File: config.mk
export PLATFORM = sky130hd
export DESIGN_NAME = typed_write_buffer
export DESIGN_NICKNAME = d
export VERILOG_FILES = /design/src/rtl/typed_write_buffer.sv
export SDC_FILE = /design/constraint.sdc
export NUM_CORES = 1
export LEC_CHECK = 0
export ABC_AREA = 1
export BUFFER_PORTS_ARGS = -buffer_cell sky130_fd_sc_hd__buf_4
export CAP_MARGIN = 20
export CORE_ASPECT_RATIO = 0.75
export CORE_MARGIN = 2
export CORE_UTILIZATION = 30
export DETAILED_ROUTE_END_ITERATION = 12
export PLACE_DENSITY = 0.56
export SLEW_MARGIN = 20
export SYNTH_ARGS = -nofsm -noshare
export SYNTH_HDL_FRONTEND = slang
export SYNTH_SLANG_ARGS = --single-unit
File: constraint.sdc
create_clock -name clk -period 7.67 [get_ports clk]
set_input_delay 1.1505 -clock clk [delete_from_list [all_inputs] [get_ports clk]]
set_output_delay 1.1505 -clock clk [all_outputs]
set_load 0.01 [all_outputs]
File: src/rtl/typed_write_buffer.sv
`timescale 1ns/1ps
module typed_write_buffer #(
  parameter int AW    = 32,
  parameter int DW    = 32,
  parameter int DEPTH = 4   // power of two
)(
  input  logic            clk,
  input  logic            rst_n,
  input  logic            req_valid,
  output logic            req_ready,
  input  logic            req_write,
  input  logic            req_fetch,
  input  logic [AW-1:0]   req_addr,
  input  logic [DW-1:0]   req_wdata,
  input  logic [DW/8-1:0] req_strb,
  output logic            rsp_valid,
  output logic [DW-1:0]   rsp_rdata,
  output logic            rsp_xn,
  input  logic            exec_strobe,
  output logic            xn_fault,
  output logic            bus_valid,
  input  logic            bus_ready,
  output logic            bus_write,
  output logic [AW-1:0]   bus_addr,
  output logic [DW-1:0]   bus_wdata,
  output logic [DW/8-1:0] bus_strb,
  input  logic [DW-1:0]   bus_rdata
);
  localparam int PW = $clog2(DEPTH);
  localparam int SW = DW/8;
  localparam logic [1:0] MT_NORM = 2'd0;
  localparam logic [1:0] MT_DEV  = 2'd1;
  localparam logic [1:0] MT_SO   = 2'd2;

  function automatic logic [1:0] mem_class(input logic [2:0] top);
    case (top)
      3'd0, 3'd1, 3'd3, 3'd4: mem_class = MT_NORM;
      3'd2:                   mem_class = MT_DEV;
      default:                mem_class = MT_SO;
    endcase
  endfunction

  logic [AW-1:0]    q_addr [DEPTH];
  logic [DW-1:0]    q_data [DEPTH];
  logic [SW-1:0]    q_strb [DEPTH];
  logic [DEPTH-1:0] q_vld, q_dev, q_hit;
  logic [PW-1:0]    wp, rp;
  logic             last_tag;

  logic [1:0] req_cls, bus_cls;
  logic       posts, full, empty, hit, dev_pend, direct_ok, dir_sel, drain, push, pop;

  assign req_cls = mem_class(req_addr[AW-1:AW-3]);
  assign bus_cls = mem_class(bus_addr[AW-1:AW-3]);

  genvar gi;
  generate
    for (gi = 0; gi < DEPTH; gi++) begin : g_cmp
      assign q_hit[gi] = q_vld[gi] && (q_addr[gi][AW-1:2] == req_addr[AW-1:2]);
    end
  endgenerate

  assign full     = &q_vld;
  assign empty    = ~|q_vld;
  assign hit      = |q_hit;
  assign dev_pend = |(q_vld & q_dev);
  assign posts    = req_write && (req_cls != MT_SO);

  always_comb begin
    direct_ok = 1'b0;
    if (!posts) begin
      case (req_cls)
        MT_NORM: direct_ok = !hit;
        MT_DEV:  direct_ok = !dev_pend;
        default: direct_ok = empty;
      endcase
    end
  end

  assign dir_sel   = req_valid && direct_ok;
  assign drain     = !dir_sel && !empty;
  assign push      = req_valid && posts && !full;
  assign pop       = drain && bus_ready;
  assign req_ready = posts ? !full : (direct_ok && bus_ready);

  assign bus_valid = dir_sel || drain;
  assign bus_write = dir_sel ? req_write : 1'b1;
  assign bus_addr  = dir_sel ? req_addr  : q_addr[rp];
  assign bus_wdata = dir_sel ? req_wdata : q_data[rp];
  assign bus_strb  = dir_sel ? req_strb  : q_strb[rp];

  always_ff @(posedge clk) begin
    if (push) begin
      q_addr[wp] <= req_addr;
      q_data[wp] <= req_wdata;
      q_strb[wp] <= req_strb;
      q_dev[wp]  <= (req_cls == MT_DEV);
    end
  end

  always_ff @(posedge clk) begin
    if (!rst_n) begin
      q_vld     <= '0;
      wp        <= '0;
      rp        <= '0;
      rsp_valid <= 1'b0;
      rsp_rdata <= '0;
      rsp_xn    <= 1'b0;
      last_tag  <= 1'b0;
      xn_fault  <= 1'b0;
    end else begin
      if (push) begin
        q_vld[wp] <= 1'b1;
        wp        <= wp + 1'b1;
      end
      if (pop) begin
        q_vld[rp] <= 1'b0;
        rp        <= rp + 1'b1;
      end
      rsp_valid <= dir_sel && bus_ready && !req_write;
      if (dir_sel && bus_ready && !req_write) begin
        rsp_rdata <= bus_rdata;
        rsp_xn    <= req_fetch && (req_cls != MT_NORM);
        if (req_fetch) last_tag <= (req_cls != MT_NORM);
      end
      xn_fault <= exec_strobe && last_tag;
    end
  end


  so_write_drained_chk: assert property (@(posedge clk) disable iff (!rst_n)
    (bus_valid && bus_write && bus_cls == MT_SO) |-> empty);


  dev_order_chk: assert property (@(posedge clk) disable iff (!rst_n)
    (bus_valid && !drain && bus_cls == MT_DEV) |-> !dev_pend);


  raw_hazard_chk: assert property (@(posedge clk) disable iff (!rst_n)
    (bus_valid && !bus_write && !drain && bus_cls == MT_NORM) |-> !hit);


  full_stall_chk: assert property (@(posedge clk) disable iff (!rst_n)
    (req_valid && posts && (&q_vld)) |-> !req_ready);


  rsp_after_read_chk: assert property (@(posedge clk) disable iff (!rst_n)
    rsp_valid |-> $past(bus_valid && bus_ready && !bus_write));


  fault_after_exec_chk: assert property (@(posedge clk) disable iff (!rst_n)
    xn_fault |-> $past(exec_strobe));
endmodule

==> summary.md <==
| Metric | Value |
|---|---|
| Status | `completed` |
| Area of the mapped netlist | `14780 sq um` |
| Combinational share of power | `12.0%` |
| Worst Reg2Reg Path Length in Cells | `16` |
| # resized after CTS | `0` |
| Pint | `0.003058 W` |
| Clk slew on worst S/H paths | `0.06 ns` |
| Dpl ws | `2.531 ns` |
| Xor and xnor area share after synthesis | `0.7704%` |
| Register share of total power | `47.8%` |
| Synth warn | `0` |
| Flops & latches, synth | `322` |
| Via-per-instance ratio | `4.815` |
| Clock root cell | `clkbuf_16` |
| Leading cell type in the layout, fill and taps excluded | `nand2_1` |
| Worst rel slew slack | `38.99%` |
| Post CTS Setup Buffer Count | `0` |
| Layout filler cell count | `4956` |
| CTS sink count | `322` |
| Multiplexer share of the synthesized area | `0%` |
| RSZ-0062 raised after global routing | `false` |
| Vias | `11604` |
| Area of the multi-input gates | `4773 sq um` |
| Clk_lat worst skew | `0.55 ns` |
| Final period utilization | `67.79%` |
| R2R Setup Slk | `3.97 ns` |
| Post-Synth Simple-Gate Area | `17.93%` |
| Post-synth EDFFs | `276` |
| Starting density of the core | `30.35%` |
| Largest net degree at the start of global routing | `94` |
| Fin crit period | `5.199 ns` |
| Slowest stage delay, CP | `0.60 ns` |
| Dominant combinational cell family by area after synthesis | `simple AND/OR/NAND/NOR gates` |
| Switching power | `0.001032 W` |
| Top FF cell, synth | `edfxtp_1` |
| Worst-path cell chain | `buf_4, inv_1, o21ai_0, nor2_1, nand2_1, nor2_1, nand2_1, nor2_1, nor2_1, nand3_1, nand2_2, nand3_4, buf_4, nor2_1, a21oi_1, buf_4` |
| Worst path bufs/invs | `4` |
| Startpoint types | `input port` |
| Commonest cells after routing, fill and taps aside | `nand2_1, edfxtp_1, buf_4` |
| Leak Pwr | `7.306 nW` |
| Placed cell count | `2346` |
| Wire per inst | `18.17 microns` |
| Post-Synthesis Net Count | `1657` |
| Hold depth | `2` |
| CP most frequent cell | `nor2_1` |
| Max Root-Sink Buffers | `3` |
| N_diodes | `0` |
| Final WL | `43780 microns` |
| Register area | `9213 sq um` |
| GRT overflow | `0` |
| Compound-Gate Fraction of Synth Area | `12.72%` |
| CTS tree | `yes` |
| Global-route wire length before repair | `66590 microns` |
| TNS Setup | `0 ns` |
| Die ar. | `51070 sq um` |
| Max-slew violation count | `0` |
| Hold crit path type | `flip-flop to flip-flop` |
| Slowest CP cell | `buf_4` |
| H-tree Lvls | `2` |
| Kind of cell adding the most delay to the critical path | `simple AND/OR/NAND/NOR gates` |
| Post-Synth Adder-Cell Area | `0.6773%` |
| IO Port Bufs | `212` |
| Yosys cell types | `33` |
| Nets | `1851` |
| CTS buffer count | `36` |
| Crit path kind | `input port to output port` |
| Max-cap violations | `0` |
| Rows | `70` |
| Number of global-route vias before repair | `11266` |
| Hpwl dp | `28840 microns` |
| Async S/R FF share, synth | `0%` |
| CP Depth | `16` |
| Net Sw Frac | `25.23%` |
| Setup crit start | `req_addr[23]` |
| Core Area | `48700 sq um` |
| Worst Path Arrival | `4.05 ns` |
| Clock power share | `40.1%` |
| Top-Level Pins | `213` |
| Worst r2r dst | `rsp_rdata[13]` |
| Post-route ant nets | `0` |
| Pre-Repair DR Iteration Count | `5` |
| Seq/Total Area, Yosys | `62.31%` |
| Mean post-synth cell area | `9.584 sq um` |
| Post-Synthesis Cells | `1542` |
| Worst Setup End Kind | `output port` |
| Chip Width | `260.3 microns` |
| Die Y-Extent | `196.2 microns` |
| Layout Cells excl Fill | `2410` |
| Final worst setup slack | `2.471 ns` |
| Synth-to-Final Area Change | `22.34%` |
| IR drop worst, VDD | `0.1224 mV` |
| GRT Overall Usage | `17.02%` |
| DRC | `0` |
| Final Hold Viols | `0` |
| Worst R2R Start | `q_addr[2][5]` |
| Worst endpoint required time | `6.52 ns` |
| Initial antenna violation count | `1` |
| Power per standard cell area | `226.2 nW/um^2` |
| Worst-Margin Slew | `0.9152 ns` |
| Crit path max fanout | `57` |
| Gpl congestion | `0.8772` |
| CTS Hold Bufs | `0` |
| Count of final setup violators | `0` |
| Layout cell share with drive strength beyond 1 | `17.54%` |
| Clk_skew | `0.03504 ns` |
| FMAX | `0.1923 GHz` |
| Crit path capture | `bus_wdata[27]` |
| DR iter-0 viols | `839` |
==> per-stage QoR <==
| step | utilization (%) | total power, W | hold slack (ns) | cell area, sq um |
|---|---|---|---|---|
| 6_report | 37.13 | 0.004089 | 0.4500 | 18080 |
| 5_1_grt | 37.13 | 0.004255 | 0.4555 | 18080 |
| 4_1_cts | 37.13 | 0.004145 | 0.4511 | 18080 |
| 3_5_place_dp | 34.89 | 0.002490 | 0.4404 | 16990 |
| 3_3_place_gp | 34.89 | 0.002484 | 0.4340 | 16990 |
| 2_1_floorplan | - | 0.002238 | 0.4097 | 14780 |
==> cell type report <==
type,count,share of cell area [%]
clock inverter,22,0.7474
multi-input combinational,1019,26.40
timing repair buffer,226,9.383
tap,648,4.484
sequential,322,50.95
inverter,131,2.754
clock buffer,42,5.280
==> logic make-up after synthesis <==
group | count (synthesis)
xor gates and xnor gates | 13
and+or+nand+nor | 670
DFF | 322
adders and majority gates | 8
buffers and inverters | 201
AOI/OAI and AO/OA | 328
==> synthesized netlist by cell type, types with 2 or more instances <==
cell      number  area (sq um)
nand2_1      420          1577
edfxtp_1     276          8288
nor2_1       185         694.4
a21oi_1      138         690.7
o21ai_0      114         570.6
inv_1        112         420.4
dfxtp_1       46         920.9
clkbuf_1      45         168.9
a32o_1        38         380.4
nand3_1       38         190.2
o21ai_1       21         105.1
inv_2         18         67.56
o211ai_1      13         97.59
xnor2_1       12         105.1
buf_2         11         55.05
nand4_1       10         62.56
ha_1           8         100.1
or2_1          6         37.54
buf_4          5         37.54
buf_6          5         56.30
buf_1          4         15.01
or2_0          4         25.02
a22o_1         2         17.52
nand2_2        2         12.51
==> state kept, by name, indices dropped and copies added (netlist names), named ones only <==
name and count:
q_data 128, rsp_valid 1, xn_fault 1, last_tag 1, rsp_xn 1, q_strb 16
rsp_rdata 32, rp 2, q_addr 128, q_vld 4, wp 2, q_dev 4
==> metal layers <==
metal / up-vias / routed length [microns] / track usage [%]
met3: 57 / 3971 / 4.612
met4: 2 / 808 / 4.466
li1: 5642 / - / -
met1: 5479 / 20110 / 24.07
met2: 424 / 18880 / 25.68
met5: - / 13 / 0
==> worst min-delay path: stages, from the launching register on <==
cell and delay, ns:
dfxtp_1 0.32, nand2_1 0.06, nor2_1 0.04
==> worst min-delay path by stage <==
stage	start	to	slack, ns
after floorplan	last_tag	xn_fault	0.41
after global placement	last_tag	xn_fault	0.43
after detailed placement	last_tag	xn_fault	0.44
after CTS	last_tag	xn_fault	0.45
after global routing	last_tag	xn_fault	0.46
final	last_tag	xn_fault	0.45
==> power groups by stage <==
stage                     Sequential, W  Combinational [W]  Clock (W)
final                           0.00196           0.000491    0.00164
after floorplan                 0.00199           0.000249          0
after detailed placement        0.00199           0.000496          0
after global placement          0.00199           0.000492          0
after CTS                       0.00196           0.000497    0.00169
after global routing            0.00196           0.000542    0.00175
Power figures use the tool's default switching activity.
